--- src/rtl/pm_pkg.sv ---
package pm_pkg;
  localparam int REG_W  = 16;
  localparam int DATA_W = 32;
  localparam int ADDR_W = 6;

  localparam logic [ADDR_W-1:0] OFF_STS = 6'h00;
  localparam logic [ADDR_W-1:0] OFF_EN  = 6'h02;
  localparam logic [ADDR_W-1:0] OFF_CTL = 6'h04;
  localparam logic [ADDR_W-1:0] OFF_TMR = 6'h08;

  localparam int EV_TMR = 0;
  localparam int EV_GBL = 5;
  localparam int EV_BTN = 8;
  localparam int EV_RTC = 10;
  localparam logic [REG_W-1:0] SCI_MASK =
    (16'd1 << EV_TMR) | (16'd1 << EV_GBL) | (16'd1 << EV_BTN) | (16'd1 << EV_RTC);

  localparam int CTL_SCI_MODE = 0;
  localparam int CTL_SLP_LO   = 10;
  localparam int CTL_STROBE   = 13;

  localparam logic [7:0] CMD_ON  = 8'hF1;
  localparam logic [7:0] CMD_OFF = 8'hF0;

  // level of the interrupt for a given pair of status/enable words
  function automatic logic sci_level(input logic [REG_W-1:0] sts, input logic [REG_W-1:0] en);
    return |(sts & en & SCI_MASK);
  endfunction

  // a write that requests soft power off
  function automatic logic is_poweroff(input logic [REG_W-1:0] v);
    return v[CTL_STROBE] && (v[CTL_SLP_LO+2:CTL_SLP_LO] == 3'd0);
  endfunction
endpackage

--- src/rtl/pm_free_counter.sv ---
module pm_free_counter #(
  parameter int W = 24
) (
  input  logic         clk,
  input  logic         rst_n,
  input  logic         tick,
  output logic [W-1:0] cnt,
  output logic         msb_flip
);
  logic [W-1:0] cnt_nxt;

  function automatic logic [W-1:0] step(input logic [W-1:0] v);
    return v + 1'b1;
  endfunction

  assign cnt_nxt  = step(cnt);
  // top bit changes on this tick, in either direction
  assign msb_flip = tick & (cnt[W-1] ^ cnt_nxt[W-1]);

  always_ff @(posedge clk or negedge rst_n)
    if (!rst_n)    cnt <= '0;
    else if (tick) cnt <= cnt_nxt;

  a_r2_hold: assert property (@(posedge clk) disable iff (!rst_n)
    !tick |=> $stable(cnt)) else $error("counter moved without tick");
  a_r1_step: assert property (@(posedge clk) disable iff (!rst_n)
    tick |=> cnt == $past(cnt) + 1'b1) else $error("counter step wrong");
endmodule

--- src/rtl/pm_event_block.sv ---
module pm_event_block
  import pm_pkg::*;
(
  input  logic             clk,
  input  logic             rst_n,
  input  logic             ovf_evt,
  input  logic             btn,
  input  logic             sts_wr,
  input  logic             en_wr,
  input  logic [REG_W-1:0] wdata,
  output logic [REG_W-1:0] sts,
  output logic [REG_W-1:0] en,
  output logic             sci
);
  logic [REG_W-1:0] set_vec, clr_vec;

  always_comb begin
    set_vec = '0;
    set_vec[EV_TMR] = ovf_evt;
    set_vec[EV_BTN] = btn & en[EV_BTN];
    clr_vec = sts_wr ? wdata : '0;
  end

  always_ff @(posedge clk or negedge rst_n)
    if (!rst_n) begin
      sts <= '0;
      en  <= '0;
    end else begin
      sts <= (sts & ~clr_vec) | set_vec;
      if (en_wr) en <= wdata;
    end

  assign sci = sci_level(sts, en);

  a_r3_ovf_set: assert property (@(posedge clk) disable iff (!rst_n)
    ovf_evt |=> sts[EV_TMR]) else $error("overflow not recorded");
  a_r5_btn_masked: assert property (@(posedge clk) disable iff (!rst_n)
    (btn && !en[EV_BTN] && !sts[EV_BTN]) |=> !sts[EV_BTN]) else $error("masked button set status");
  a_r6_w1c: assert property (@(posedge clk) disable iff (!rst_n)
    (sts_wr && wdata[EV_BTN] && !btn) |=> !sts[EV_BTN]) else $error("w1c failed");
endmodule

--- src/rtl/pm_cmd_port.sv ---
module pm_cmd_port (
  input  logic       clk,
  input  logic       rst_n,
  input  logic       cmd_wr,
  input  logic       cmd_sel,
  input  logic [7:0] cmd_wdata,
  input  logic       smi_cfg_en,
  output logic [7:0] cmd_rdata,
  output logic       mode_on,
  output logic       mode_off,
  output logic       smi_req
);
  import pm_pkg::*;
  logic [7:0] cmd_q, scratch_q;
  logic       cmd_hit;

  assign cmd_hit  = cmd_wr & ~cmd_sel;
  assign mode_on  = cmd_hit && (cmd_wdata == CMD_ON);
  assign mode_off = cmd_hit && (cmd_wdata == CMD_OFF);
  assign cmd_rdata = cmd_sel ? scratch_q : cmd_q;

  always_ff @(posedge clk or negedge rst_n)
    if (!rst_n) begin
      cmd_q     <= '0;
      scratch_q <= '0;
      smi_req   <= 1'b0;
    end else begin
      if (cmd_hit) cmd_q <= cmd_wdata;
      if (cmd_wr && cmd_sel) scratch_q <= cmd_wdata;
      smi_req <= cmd_hit & smi_cfg_en;
    end

  a_r12_smi_cause: assert property (@(posedge clk) disable iff (!rst_n)
    smi_req |-> $past(cmd_wr && !cmd_sel && smi_cfg_en)) else $error("spurious smi");
endmodule

--- src/rtl/pm_timer_unit.sv ---
module pm_timer_unit
  import pm_pkg::*;
#(
  parameter int TMR_W = 24
) (
  input  logic              clk,
  input  logic              rst_n,
  input  logic              tick,
  input  logic              pwr_btn,
  input  logic              bus_wr,
  input  logic [ADDR_W-1:0] bus_addr,
  input  logic [REG_W-1:0]  bus_wdata,
  output logic [DATA_W-1:0] bus_rdata,
  input  logic              cmd_wr,
  input  logic              cmd_sel,
  input  logic [7:0]        cmd_wdata,
  output logic [7:0]        cmd_rdata,
  input  logic              smi_cfg_en,
  output logic              sci,
  output logic              smi_req,
  output logic              poff_req
);
  logic [TMR_W-1:0] cnt;
  logic             ovf_evt, mode_on, mode_off;
  logic             sts_wr, en_wr, ctl_wr;
  logic [REG_W-1:0] sts, en, ctl_q;

  assign sts_wr = bus_wr && (bus_addr == OFF_STS);
  assign en_wr  = bus_wr && (bus_addr == OFF_EN);
  assign ctl_wr = bus_wr && (bus_addr == OFF_CTL);

  pm_free_counter #(.W(TMR_W)) u_cnt (
    .clk(clk), .rst_n(rst_n), .tick(tick), .cnt(cnt), .msb_flip(ovf_evt));

  pm_event_block u_evt (
    .clk(clk), .rst_n(rst_n), .ovf_evt(ovf_evt), .btn(pwr_btn),
    .sts_wr(sts_wr), .en_wr(en_wr), .wdata(bus_wdata),
    .sts(sts), .en(en), .sci(sci));

  pm_cmd_port u_cmd (
    .clk(clk), .rst_n(rst_n), .cmd_wr(cmd_wr), .cmd_sel(cmd_sel),
    .cmd_wdata(cmd_wdata), .smi_cfg_en(smi_cfg_en), .cmd_rdata(cmd_rdata),
    .mode_on(mode_on), .mode_off(mode_off), .smi_req(smi_req));

  // control register: strobe bit never kept, command port overrides bit 0
  always_ff @(posedge clk or negedge rst_n)
    if (!rst_n) begin
      ctl_q    <= '0;
      poff_req <= 1'b0;
    end else begin
      if (ctl_wr) ctl_q <= bus_wdata & ~(16'd1 << CTL_STROBE);
      if (mode_on)       ctl_q[CTL_SCI_MODE] <= 1'b1;
      else if (mode_off) ctl_q[CTL_SCI_MODE] <= 1'b0;
      poff_req <= ctl_wr && is_poweroff(bus_wdata);
    end

  always_comb
    case (bus_addr)
      OFF_STS: bus_rdata = DATA_W'(sts);
      OFF_EN:  bus_rdata = DATA_W'(en);
      OFF_CTL: bus_rdata = DATA_W'(ctl_q);
      OFF_TMR: bus_rdata = DATA_W'(cnt);
      default: bus_rdata = '0;
    endcase

  a_r9_poff_cause: assert property (@(posedge clk) disable iff (!rst_n)
    poff_req |-> $past(ctl_wr && bus_wdata[CTL_STROBE] && bus_wdata[12:10] == 3'd0))
    else $error("spurious power-off");
  a_r10_mode_on: assert property (@(posedge clk) disable iff (!rst_n)
    mode_on |=> ctl_q[CTL_SCI_MODE]) else $error("sci mode not set");
  a_r10_mode_off: assert property (@(posedge clk) disable iff (!rst_n)
    mode_off |=> !ctl_q[CTL_SCI_MODE]) else $error("sci mode not cleared");
  a_r8_no_strobe: assert property (@(posedge clk) disable iff (!rst_n)
    ctl_wr |=> !ctl_q[CTL_STROBE]) else $error("strobe bit stored");
endmodule

--- config.mk ---
export PLATFORM = sky130hd
export DESIGN_NAME = pm_timer_unit
export DESIGN_NICKNAME = d
export VERILOG_FILES = /design/src/rtl/pm_pkg.sv /design/src/rtl/pm_free_counter.sv /design/src/rtl/pm_event_block.sv /design/src/rtl/pm_cmd_port.sv /design/src/rtl/pm_timer_unit.sv
export SDC_FILE = /design/constraint.sdc
export NUM_CORES = 1
export LEC_CHECK = 0
export CORE_UTILIZATION = 50
export DETAILED_ROUTE_END_ITERATION = 6
export PLACE_DENSITY_LB_ADDON = 0.05
export SYNTH_ARGS = -nofsm -noshare
export SYNTH_HDL_FRONTEND = slang
export SYNTH_SLANG_ARGS = --single-unit
--- constraint.sdc ---
create_clock -name clk -period 5.3 [get_ports clk]
set_input_delay 1.06 -clock clk [delete_from_list [all_inputs] [get_ports clk]]
set_output_delay 1.06 -clock clk [all_outputs]
set_load 0.01 [all_outputs]
## Word level (Yosys, flattened, before mapping)

Index checks and enable logic that the tools add are counted.

- Add/sub/neg operators: 1
- Equality and inequality tests: 5
- Muxes and demuxes: 6
- Bitwise operators: 10
- Reductions and logical operators: 12

Operators by type and width:

| cell | number |
|---|---|
| 24-bit one-hot mux with 4 select lines | 1 |
| 24-bit by 1-bit adder with 24-bit output, second input constant | 1 |
| 16-bit AND | 1 |
| 8-bit == test, second input constant | 2 |
| 16-bit two-way mux | 1 |
| 16-bit NOT | 1 |
| 16-bit by 9-bit bitwise OR with 16-bit output | 1 |
| 11-bit AND | 1 |
| 1-bit logical AND | 8 |
| 8-bit two-way mux | 1 |
| 6-bit by 2-bit == test with 1-bit output, second input constant | 1 |
| 6-bit by 3-bit == test with 1-bit output, second input constant | 1 |
| 6-bit by 4-bit == test with 1-bit output, second input constant | 1 |
| 6-bit logical NOT | 1 |
| 1-bit AND | 4 |
| 4-bit OR reduction | 1 |
| 3-bit logical NOT | 1 |
| 1-bit two-way mux | 3 |
| 3-bit nonzero test | 1 |
| 1-bit NOT | 1 |
| 1-bit bitwise XOR | 1 |

- Bits in registers: 89
- Input port bits: 38
- Word-level logic and storage cells: 43

## Longest topological paths before layout

Gate-level depths: netlist (run 1).

- Word-level depth: 6
- Depth in mapped cells: 6

## Cells and area by module

From an unflattened synthesis (run 1), not the netlist that was laid out.

- Cell total of the unflattened synthesis: 341
- Area, all modules: 4454.3 um^2

By module, submodules not included:

| module | times used | cells an instance | area an instance (um^2) |
|---|---|---|---|
| pm_timer_unit | 1 | 123 | 1325.0 |
| pm_event_block | 1 | 72 | 1202.4 |
| pm_free_counter | 1 | 95 | 1153.6 |
| pm_cmd_port | 1 | 51 | 773.2 |

## Worst setup path after synthesis (run 1)

Ideal clock, no wire load.

- Kind: input to output
- Start point: input bus_addr[0]
- End point: output bus_rdata[2]
- Arrival: 2284 ps
- Setup slack: 1956 ps
- Stages on the path: 5
- Path buffers: 1
- Cell sequence: or4_4 > nor3b_4 > buf_4 > a22oi_1 > nand2_1

- Word-level cells in the longest chain between the ends: 2
- Elaborated cells between the ends (all ways): 5
- Classes of those cells: eq/ne (3); mux (1); reduce/logical (1)

RTL lines:

| item | line | source |
|---|---|---|
| start: declaration | pm_timer_unit.sv:11 | `input logic [ADDR_W-1:0] bus_addr,` |
| 6-bit by 4-bit == test with 1-bit output (tied with other cells) | pm_timer_unit.sv:58 | `case (bus_addr)` |
| 24-bit one-hot mux with 4 select lines (*) | pm_timer_unit.sv:58 |  |
| end: declaration | pm_timer_unit.sv:13 | `output logic [DATA_W-1:0] bus_rdata,` |

Every way passes the cells marked *; elsewhere a longest branch is shown, timed or not.

## Final worst setup path (run 1)

- Start point: input bus_addr[0]
- End point: output bus_rdata[13]

Same word-level chain as after synthesis.

==> out/metrics.csv, run 1 <==
stage,metric,value,unit
outcome,status,"complete, no violations",
floorplanning,pin_count,81,
timing,drv_slew,0,
cells_and_area,syn2layout_area_growth,22.3,%
grt,grt_pass1_wl,14.4,mm
synth,synth_xor_area_share,4.88,%
cts,post_cts_buffers,0,
synth,syn_avg_cell_area,12.7,sq um
synth,synth_area_leaders,"dfrtp_1 54%, mux2_2 15%, a22oi_1 5.8%",
floorplanning,dieArea,8620,sq um
cells_and_area,diodes,0,
timing,hold_viol,0,
critical_path,cpPeakStageDelay,610,ps
critical_path,arrival,3410,ps
critical_path,cp.required,4240,ps
synth,synth_top_family_by_area,multiplexers,
cts,numCtsBuffers,9,
synth,synth_area,4130,sq um
cells_and_area,nets,436,
critical_path,crit_type,primary input to primary output,
floorplanning,die_y,92.8,microns
critical_path,worst-path-buf-inv,4,
run,drv_cap,0,
grt,grt_max_degree,46,
floorplanning,rows,32,
floorplanning,die_w,92.8,microns
pwr,peakVddDrop,147,uV
routing,first_pass_iters,4,
floorplanning,core,7850,sq um
grt,antenna_found_initial,0,
synth,synth_top_area_share,54.0,%
timing,timing.fmax,224,MHz
cells_and_area,fill_cells,666,
timing,timing.final.crit_share,84.3,%
critical_path,cp_cell_sequence,"clkdlybuf4s50_1, or4_4, nor3b_4, buf_4, a222oi_1, inv_1, clkdlybuf4s50_1",
cts,hold_buffers,0,
placement,portBuffers,72,
critical_path,slowest_stage,or4_4,
synth,yosysUniqueCellTypes,37,
placement,dp_hpwl,5.71,mm
grt,grt.total_usage,22.0,%
timing,fin_skew,7.37,ps
synth,synthAdderAreaFrac,0.303,%
routing,drt-total-wl,8.58,mm
routing,vias,2732,
cts,cts_root_buffer,clkbuf_8,
routing,via_per_inst,5.42,
synth,ys_seq_area_share,54.0,%
critical_path,end_kind,primary output,
grt,grt_remaining_overflow,0,
synth,synthCells,325,
cts,clk_pin_slew,90,ps
timing,relSlewSlack,36.0,%
synth,yosysWarnings,0,
placement,gp_congestion,0.746,
pwr,power.density,287,nW/um^2
floorplanning,start_util,52.6,%
hold_path,min_path_type,flip-flop to flip-flop,
timing,tightestPinTransition,960,ps
cts,clock_sinks,89,
cts,clk_latency,350,ps
synth,async_reset_ff_share,100,%
cts,clock_path_buffers,2,
timing,rsz0062_at_grt,false,
synth,synth_edf_count,0,
critical_path,reg2reg_setup_slack,3490,ps
timing,finalSetupViolCount,0,
routing,drcViolationCount,0,
critical_path,cpMostUsedCell,clkdlybuf4s50_1,
critical_path,path_delay_family,buffers and inverters,
routing,avgRoutedWirePerCell,17.0,microns
cts,cts_tree,built,
pwr,leakage,2.30,nW
synth,synth_top_area_cell,dfrtp_1,
grt,grt_pass1_vias,2799,
synth,synth.area.mux_share,15.3,%
cells_and_area,stdcell_area,5050,sq um
synth,synthFlopType,dfrtp_1,
routing,ant_nets,0,
timing,fin_tns_setup,0,ps
cts,cts_resized,0,
timing,layout_min_cycle_time,4470,ps
critical_path,cp_max_fo,24,
critical_path,start_kind,primary input,
cells_and_area,drive_above_1_share,21.9,%
routing,dr.first_iter.drc_count,117,
cts,cts_max_level,3,
placement,dpl_cell_area,4870,sq um
synth,synth_seq_cells,89,
synth,synth_compound_area_share,9.19,%
synth,synth_simple_gate_area_share,12.5,%
==> Yosys cell counts (all sizes together) (3+ instances only) <==
cell and n:
dfrtp 89, mux2 55, a22oi 32, nand2 29
buf 16, xnor2 16, a21boi 14, and2 10
nand4 9, nor2 7, xor2 7, and3 6
clkbuf 6, nand3 5, nor3 4, and4b 3
nor4 3
==> flip-flops by register name, summed over array words and instances (netlist names) <==
| name | count |
|---|---|
| poff_req | 1 |
| u_evt.sts | 16 |
| u_cnt.cnt | 24 |
| u_cmd.cmd_q | 8 |
| u_cmd.scratch_q | 8 |
| ctl_q | 15 |
| u_cmd.smi_req | 1 |
| u_evt.en | 16 |
==> cell type report <==
class	count	area [sq um]	share of cell area, %
clock buffer	12	145	2.88
multi-input combinational	220	1770	35.0
inverter	1	3.75	0.0744
sequential	89	2230	44.1
tap	102	128	2.53
clock inverter	4	28.8	0.570
timing repair buffer	76	748	14.8
==> layer usage <==
metal | share of wire [%] | wire length [microns] | vias up | GRT usage [%]
li1 | - | - | 1309 | -
met1 | 48 | 4140 | 1343 | 32.7
met2 | 46 | 3910 | 75 | 32.5
met3 | 5.2 | 445 | 5 | 3.28
met4 | 1.1 | 93 | 0 | 8.46
met5 | 0 | 0 | - | 0
==> final timing paths <==
kind / from / to / depth (start not counted)
setup reg to reg: u_cnt.cnt[0] / u_cnt.cnt[23] / 4
max in group asynchronous: rst_n / u_evt.en[14] / 2
hold / removal: u_cnt.cnt[23] / u_cnt.cnt[23] / 1
setup / recovery: bus_addr[0] / bus_rdata[13] / 7
hold reg to reg: u_cnt.cnt[23] / u_cnt.cnt[23] / 1
min in group asynchronous: rst_n / u_evt.en[1] / 1
==> metrics by stage <==
step | power [W] | std cells | setup slack, ps | util (%) | hold slack (ps)
2_1_floorplan | 0.000943 | 332 | 1960 | - | 439
3_3_place_gp | 0.00104 | 488 | 890 | 62.1 | 454
3_5_place_dp | 0.00105 | 488 | 853 | 62.1 | 456
4_1_cts | 0.00146 | 504 | 845 | 64.3 | 473
5_1_grt | 0.00153 | 504 | 702 | 64.3 | 492
6_report | 0.00145 | 504 | 834 | 64.3 | 467
==> kinds of logic after synthesis <==
group	Yosys count
fa+ha+maj	1
buf+inv	23
flops	89
other cells	1
mux	56
compound gates	50
simple gates	82
xor+xnor	23
==> power breakdown <==
part | switching [W] | internal, W
clock | 0.000230 | 0.000184
combinational | 0.0000845 | 0.000125
sequential | 0.0000666 | 0.000757
total | 0.000382 | 0.00107
==> placed cells by master (no fill, tap or decap), types with 2 or more instances in the layout <==
| cell type | netlist | routed |
|---|---|---|
| clkbuf_8 | 1 | 10 |
| mux2_2 | 55 | 55 |
| xnor2_1 | 16 | 16 |
| and2_2 | 5 | 5 |
| and2_1 | 5 | 5 |
| buf_4 | 12 | 5 |
| nor2_1 | 7 | 7 |
| clkinvlp_4 | 0 | 2 |
| and4b_1 | 3 | 3 |
| clkdlybuf4s50_1 | 0 | 71 |
| a21boi_0 | 14 | 14 |
| clkbuf_1 | 5 | 2 |
| dfrtp_1 | 89 | 89 |
| nor4_4 | 2 | 2 |
| nor3b_4 | 2 | 2 |
| nand3_1 | 5 | 5 |
| nand2_1 | 28 | 28 |
| nand4_1 | 8 | 8 |
| xor2_1 | 7 | 7 |
| and4_1 | 2 | 2 |
| conb_1 | 1 | 8 |
| and3_1 | 6 | 6 |
| nor3_1 | 3 | 3 |
| a22oi_1 | 32 | 32 |
No activity file was read; power rests on OpenSTA's default activity.
==> inputs of run 2 (changes only) <==
CORE_UTILIZATION = 47   (was 50)
clock period = 3.6 ns   (was 5.3 ns; I/O delays follow)
==> run 2 against run 1 <==
  * First-iteration DRC count is 15% lower
  * Clock power increased by 59%
  * Critical path depth unchanged
  * Die area up 6.2%
  * Clock skew is 1.7 ps lower
  * Wire length rose by 0.54%
  * Design area up 3.2%
  * Global-route usage decreased by 1.3 points
  * Sequential power grew 47%
  * Non-clock buffer count grew 10
  * Clock-buffer cell count fell by 2
  * Highest routed layer unchanged
==> out/metrics.csv, run 2 (synthesis results as in run 1) <==
stage,metric,value,unit,change
outcome,status,"complete, no violations",,
floorplanning,die_w,95.7,microns,+3.1%
pwr,p_clk_share,30.2,%,+1.6 points
cells_and_area,layout_commonest_cell,dfrtp_1,,
grt,use_met1,28.4,%,-4.3 points
pwr,power_frac_seq,55.4,%,-1.5 points
floorplanning,die_y,95.7,microns,+3.1%
run,drv_cap,0,,unchanged
placement,portBuffers,72,,unchanged
grt,grt_remaining_overflow,0,,unchanged
grt,grt.total_usage,20.7,%,-1.3 points
timing,timing.fmax,299,MHz,
cts,clk_latency,340,ps,about the same
grt,grt_pass1_vias,2806,,+0.25%
critical_path,r2r_cells,4,,unchanged
floorplanning,rows,33,,+3.1%
floorplanning,dieArea,9160,sq um,+6.2%
timing,drv_slew,0,,unchanged
pwr,leakage,2.80,nW,+22%
cells_and_area,diodes,0,,unchanged
pwr,combPwrFrac,14.4,%,about the same
cts,cts_root_buffer,clkbuf_8,,
pwr,power.density,419,nW/um^2,+46%
routing,drcViolationCount,0,,unchanged
pwr,p_sw,0.000555,W,+45%
critical_path,arrival,2620,ps,-790 ps
placement,gp_congestion,0.725,,-2.8%
timing,relSlewSlack,53.7,%,+18 points
timing,rsz0062_at_grt,false,,
timing,layout_min_cycle_time,3340,ps,
cells_and_area,layout_common_cells,"89 x dfrtp_1, 55 x mux2_2, 47 x clkdlybuf4s50_1, 32 x a22oi_1, 28 x nand2_1",,
routing,dr.first_iter.drc_count,99,,-15%
pwr,peakVddDrop,246,uV,+68%
grt,antenna_found_initial,0,,unchanged
critical_path,cp.required,2880,ps,-1360 ps
grt,met3_usage,4.98,%,+1.7 points
routing,via_per_inst,5.50,,+1.4%
pwr,intPower,0.00163,W,+53%
routing,drt-total-wl,8.63,mm,+0.54%
cells_and_area,drive_above_1_share,23.9,%,+2.0 points
pwr,switching_share,25.4,%,-0.99 points
cts,post_cts_buffers,0,,unchanged
cts,numCtsBuffers,9,,unchanged
critical_path,reg2reg_setup_slack,1750,ps,-1740 ps
routing,first_pass_iters,4,,unchanged
floorplanning,core,8340,sq um,+6.3%
grt,grt.met2_usage,32.3,%,-0.22 points
cts,cts_tree,built,,
cells_and_area,syn2layout_area_growth,26.3,%,
placement,dp_hpwl,6.17,mm,+8.1%
placement,dpl_cell_area,4960,sq um,+1.9%
cts,clock_sinks,89,,unchanged
floorplanning,start_util,49.5,%,-3.1 points
cts,cts_max_level,3,,unchanged
critical_path,regToRegStartpoint,u_cnt.cnt[2],,
timing,timing.final.crit_share,92.8,%,
grt,grt_pass1_wl,14.0,mm,-2.8%
critical_path,r2r-end,u_cnt.cnt[23],,
critical_path,start_kind,primary input,,
timing,tightestPinTransition,694,ps,-266 ps
routing,avgRoutedWirePerCell,16.8,microns,-1.6%
cells_and_area,fill_cells,705,,+5.9%
cells_and_area,nets,446,,+2.3%
cts,clk_pin_slew,80,ps,about the same
critical_path,end_kind,primary output,,
cells_and_area,largest_reg_flops,24,,unchanged
cells_and_area,stdcell_area,5210,sq um,+3.2%
timing,hold_viol,0,,unchanged
grt,grt_max_degree,35,,-24%
routing,ant_nets,0,,unchanged
critical_path,cp_max_fo,14,,-42%
hold_path,min_path_type,primary input to asynchronous set/reset pin,,
grt,grt_busiest_layer,met2,,
pwr,power,0.00219,W,+51%
floorplanning,pin_count,81,,unchanged
cts,hold_buffers,0,,unchanged
critical_path,crit_type,primary input to primary output,,
cells_and_area,top_register,u_cnt.cnt,,
cells_and_area,biggestRegsByFlops,"u_cnt.cnt (24), u_evt.en (16), u_evt.sts (16)",,
timing,finalSetupViolCount,0,,unchanged
routing,vias,2832,,+3.7%
timing,fin_skew,5.65,ps,-1.72 ps
cts,clock_path_buffers,2,,unchanged
run 2: cell types whose count changed in the layout (fill, tap and decap cells not counted), sizes merged, moves of 2 or more:
cell,change
buf,+10
clkbuf,-2
clkdlybuf4s50,-24
clkinvlp,-2
dlymetal6s2s,+23
run 2: final cells by class:
cell class / count / area, sq um / area share (%)
repair buffers: 86 / 900 / 17.3
multi-input cells: 220 / 1770 / 33.9
flip-flops and latches: 89 / 2230 / 42.7
clock inverters: 4 / 45.0 / 0.864
clock buffers: 10 / 138 / 2.64
well taps: 105 / 131 / 2.52
inverters: 1 / 3.75 / 0.0720
run 2: how the worst max path moves through the flow:
stage                      from             to  slack, ps  cells past startpoint
floorplan           bus_addr[0]   bus_rdata[2]        940                      5
global placement    bus_addr[0]  bus_rdata[14]        -30                      7
detailed placement  bus_addr[0]  bus_rdata[14]        -40                      7
CTS                 bus_addr[0]   bus_rdata[0]        -10                      7
global route        bus_addr[0]  bus_rdata[14]        160                      7
finish              bus_addr[0]  bus_rdata[14]        260                      7
run 2: metrics by stage:
| stage | worst slack, ps | instances | TNS (ps) | hold WS (ps) | utilization [%] |
|---|---|---|---|---|---|
| after global placement | -32.2 | 501 | -35.7 | 456 | 59.5 |
| final | 258 | 515 | 0 | 275 | 62.5 |
| after detailed placement | -36.6 | 501 | -55.6 | 459 | 59.5 |
| after CTS | -9.89 | 515 | -9.99 | 279 | 61.8 |
| after global routing | 162 | 515 | 0 | 287 | 62.5 |
| after floorplan | 936 | 332 | 0 | 424 | - |
run 2: layer usage:
metal  vias up  routed length [microns]
met4         0                      136
met3        10                      344
met5         -                        0
li1       1325                        -
met1      1438                     4090
met2        59                     4050
run 2: power by group through the flow:
stage / Sequential (W) / Combinational [W] / Clock (W)
2_1_floorplan: 0.00120 / 0.000185 / 0
3_3_place_gp: 0.00123 / 0.000310 / 0
3_5_place_dp: 0.00123 / 0.000321 / 0
4_1_cts: 0.00121 / 0.000322 / 0.000678
5_1_grt: 0.00123 / 0.000347 / 0.000722
6_report: 0.00121 / 0.000315 / 0.000659
run 2: timing repair:
action                                  4_1_cts  5_1_grt
resized for setup                             3       23
cloned                                        0        0
endpoints found under the setup margin        3       23
run 2: worst max-delay path: stages:
cell	delay, ps
clkdlybuf4s50_1	420
or4_4	600
nor3b_4	240
buf_6	190
a22oi_1	90
nand2_1	80
dlygate4sd2_1	270
==> inputs of run 3 (changes only) <==
--- a/config.mk
+++ b/config.mk
@@ -7,3 +7,3 @@
 export LEC_CHECK = 0
-export CORE_UTILIZATION = 47
+export CORE_UTILIZATION = 48
 export DETAILED_ROUTE_END_ITERATION = 6
@@ -12,2 +12,3 @@
 export SYNTH_HDL_FRONTEND = slang
+export SYNTH_HIERARCHICAL = 1
 export SYNTH_SLANG_ARGS = --single-unit
==> constraint.sdc (replaced) <==
create_clock -name clk -period 3.6 [get_ports clk]
set_input_delay 0.54 -clock clk [delete_from_list [all_inputs] [get_ports clk]]
set_output_delay 0.54 -clock clk [all_outputs]
set_load 0.01 [all_outputs]
==> run 3 against run 2 <==
  * Wire length grew 9.4%
  * Combinational power increased by 18%
  * Critical path type unchanged
  * First-iteration DRC count increased by 9.1%
  * The flow now finishes with violations (DRC)
==> out/metrics.csv, run 3 <==
stage,metric,value,unit,change
cts,clk_pin_slew,90,ps,about the same
placement,portBuffers,72,,unchanged
critical_path,crit_cells,6,,-1
synth,async_reset_ff_share,100,%,unchanged
outcome,violations,DRC,,
placement,gp_congestion,0.773,,+6.7%
critical_path,cpPeakStageDelay,560,ps,-40 ps
pwr,power,0.00238,W,+9.1%
timing,drv_slew,0,,unchanged
cts,post_cts_buffers,0,,unchanged
floorplanning,start_util,50.3,%,+0.86 points
critical_path,r2r_cells,5,,+1
cells_and_area,largest_reg_flops,24,,unchanged
pwr,leakage,2.40,nW,-14%
synth,synth_top_area_share,50.0,%,-4.0 points
cts,cts_tree,built,,
routing,dr.first_iter.drc_count,108,,+9.1%
cells_and_area,drive_above_1_share,23.0,%,-0.86 points
synth,yosysUniqueCellTypes,47,,+27%
outcome,status,"finished, violations left",,
timing,finalSetupViolCount,0,,unchanged
cells_and_area,layout_common_cells,"89 x dfrtp_1, 71 x clkdlybuf4s50_1, 35 x mux2_2, 20 x mux2_4, 19 x nor3_1",,
synth,synth_seq_cells,89,,unchanged
synth,synth_area_leaders,"dfrtp_1 50%, mux2_2 8.8%, mux2_4 6.7%",,
cells_and_area,top_register,u_cnt/cnt,,
placement,dp_hpwl,6.49,mm,+5.1%
cells_and_area,fill_cells,754,,+7.0%
timing,rsz0062_at_grt,false,,
timing,finalWorstSetupSlack,362,ps,+104 ps
grt,antenna_found_initial,0,,unchanged
cts,cts_max_level,3,,unchanged
timing,layout_min_cycle_time,3240,ps,-104 ps
grt,grt.total_usage,20.8,%,+0.13 points
placement,post-place-ws,349,ps,+386 ps
critical_path,worst-path-buf-inv,3,,unchanged
critical_path,end_kind,primary output,,
grt,grt_max_degree,47,,+34%
cells_and_area,register_area,2230,sq um,unchanged
grt,grt_remaining_overflow,0,,unchanged
routing,drt-total-wl,9.44,mm,+9.4%
cells_and_area,diodes,0,,unchanged
synth,synth_edf_count,0,,unchanged
critical_path,cpMostUsedCell,clkdlybuf4s50_1,,
cells_and_area,stdcell_count,529,,+2.7%
cts,hold_buffers,0,,unchanged
synth,synth_area,4450,sq um,+7.9%
critical_path,cp_cell_sequence,"clkdlybuf4s50_1, or4_4, buf_4, nor3b_2, a221o_1, clkdlybuf4s50_1",,
cells_and_area,multi_input_area,2050,sq um,+16%
synth,ys_seq_area_share,50.0,%,-4.0 points
floorplanning,dieArea,9670,sq um,+5.6%
routing,drcViolationCount,6,,+6
synth,synth_top_area_cell,dfrtp_1,,
critical_path,path_delay_family,buffers and inverters,,
timing,fin_skew,7.08,ps,+1.43 ps
pwr,power.density,437,nW/um^2,+4.3%
critical_path,cp.required,3060,ps,+180 ps
placement,place_inst,513,,+2.4%
grt,grt_pass1_wl,15.6,mm,+12%
synth,synthFlopType,dfrtp_1,,
routing,vias,2992,,+5.6%
timing,hold_viol,0,,unchanged
routing,avgRoutedWirePerCell,17.8,microns,+6.5%
timing,relSlewSlack,43.2,%,-11 points
cts,clk_latency,350,ps,about the same
routing,ant_nets,0,,unchanged
critical_path,cp_max_fo,21,,+7
cts,clock_path_buffers,2,,unchanged
floorplanning,rows,34,,+3.0%
routing,via_per_inst,5.66,,+2.9%
synth,synthCells,341,,+4.9%
critical_path,slowest_stage,or4_4,,
synth,synth_commonest_cells,"89 x dfrtp_1, 35 x mux2_2, 20 x mux2_4, 19 x nor3_1, 16 x mux2i_1",,
run,drv_cap,0,,unchanged
critical_path,crit_type,primary input to primary output,,
floorplanning,die_y,98.3,microns,+2.7%
floorplanning,pin_count,81,,unchanged
routing,first_pass_iters,7,,+3
cells_and_area,layout_commonest_cell,dfrtp_1,,
floorplanning,die_w,98.3,microns,+2.7%
cells_and_area,biggestRegsByFlops,"u_cnt/cnt (24), u_evt/en (16), u_evt/sts (16)",,
synth,syn_avg_cell_area,13.1,sq um,+2.9%
synth,yosysWarnings,6,,+6
cts,numCtsBuffers,9,,unchanged
pwr,peakVddDrop,186,uV,-25%
cts,cts_resized,0,,-3
cells_and_area,nets,455,,+2.0%
critical_path,start_kind,primary input,,
cells_and_area,syn2layout_area_growth,22.4,%,
cts,clock_sinks,89,,unchanged
hold_path,min_path_type,primary input to asynchronous set/reset pin,,
timing,timing.final.crit_share,89.9,%,-2.9 points
synth,synth.most_common_cell,dfrtp_1,,
timing,timing.fmax,309,MHz,+3.2%
timing,fin_tns_setup,0,ps,unchanged
cells_and_area,final_util,61.6,%,-0.87 points
timing,tightestPinTransition,851,ps,+156 ps
grt,grt_pass1_vias,3043,,+8.4%
critical_path,arrival,2700,ps,+80 ps
cts,cts_root_buffer,clkbuf_8,,
floorplanning,core,8850,sq um,+6.1%
==> run 3: cell count changes after synthesis, moves of 15 or more <==
| cell | previous run | this run |
|---|---|---|
| mux2_2 | 55 | 35 |
| a22oi_1 | 32 | 2 |
| nor3_1 | 3 | 19 |
| nand2_1 | 28 | 12 |
| mux2i_1 | 1 | 16 |
| a221o_1 | 0 | 15 |
| mux2_4 | 0 | 20 |
==> run 3: cells by family after synthesis <==
| family | synth area share [%] |
|---|---|
| and+or+nand+nor | 14.2 |
| other | 0.0842 |
| adders and majority gates | 0.281 |
| DFF | 50.0 |
| muxes | 19.2 |
| AOI/OAI and AO/OA | 6.97 |
| xor gates and xnor gates | 4.52 |
| buffers and inverters | 4.77 |
==> run 3: cell type report <==
| class | instances | area share (%) |
|---|---|---|
| Sequential cell | 89 | 40.9 |
| Clock inverter | 6 | 1.61 |
| Tap cell | 108 | 2.48 |
| Inverter | 5 | 0.344 |
| Clock buffer | 10 | 2.52 |
| Multi-Input combinational cell | 230 | 37.5 |
| Timing Repair Buffer | 81 | 14.6 |
==> run 3: path summary, 6_finish.rpt <==
check | end | slack (ps) | from
worst max-delay path | bus_rdata[3] | 360 | bus_addr[1]
worst min-delay path | u_cmd/scratch_q[4] | 170 | rst_n
worst max register to register | u_evt/sts[0] | 1840 | u_cnt/cnt[9]
worst min register to register | u_cnt/cnt[23] | 490 | u_cnt/cnt[23]
max in group asynchronous | ctl_q[11] | 2620 | rst_n
min in group clk | u_cnt/cnt[23] | 490 | u_cnt/cnt[23]
==> run 3: metal layers <==
layer	share of wire, %	global-route usage, %	wire (microns)
met1	48	30.0	4530
met2	46	32.1	4300
met3	5.0	3.22	471
met4	1.4	7.35	134
met5	0	0	0
==> run 3: worst register-to-register path: stages, from the launching register on <==
cell,delay (ps)
dfrtp_1,540
nand4_2,230
nor4_4,380
inv_1,70
nor4_1,370
a21o_1,120
==> run 3: through the flow <==
stage | hold slack (ps) | area, sq um
2_1_floorplan | 244 | 4480
3_3_place_gp | 457 | 5230
3_5_place_dp | 474 | 5230
4_1_cts | 196 | 5450
5_1_grt | 202 | 5450
6_report | 173 | 5450
==> run 3: where the power goes <==
group	switching [W]	internal [W]	total, W
sequential	0.000123	0.00111	0.00124
clock	0.000364	0.000413	0.000777
combinational	0.000150	0.000221	0.000371
total	0.000637	0.00175	0.00238
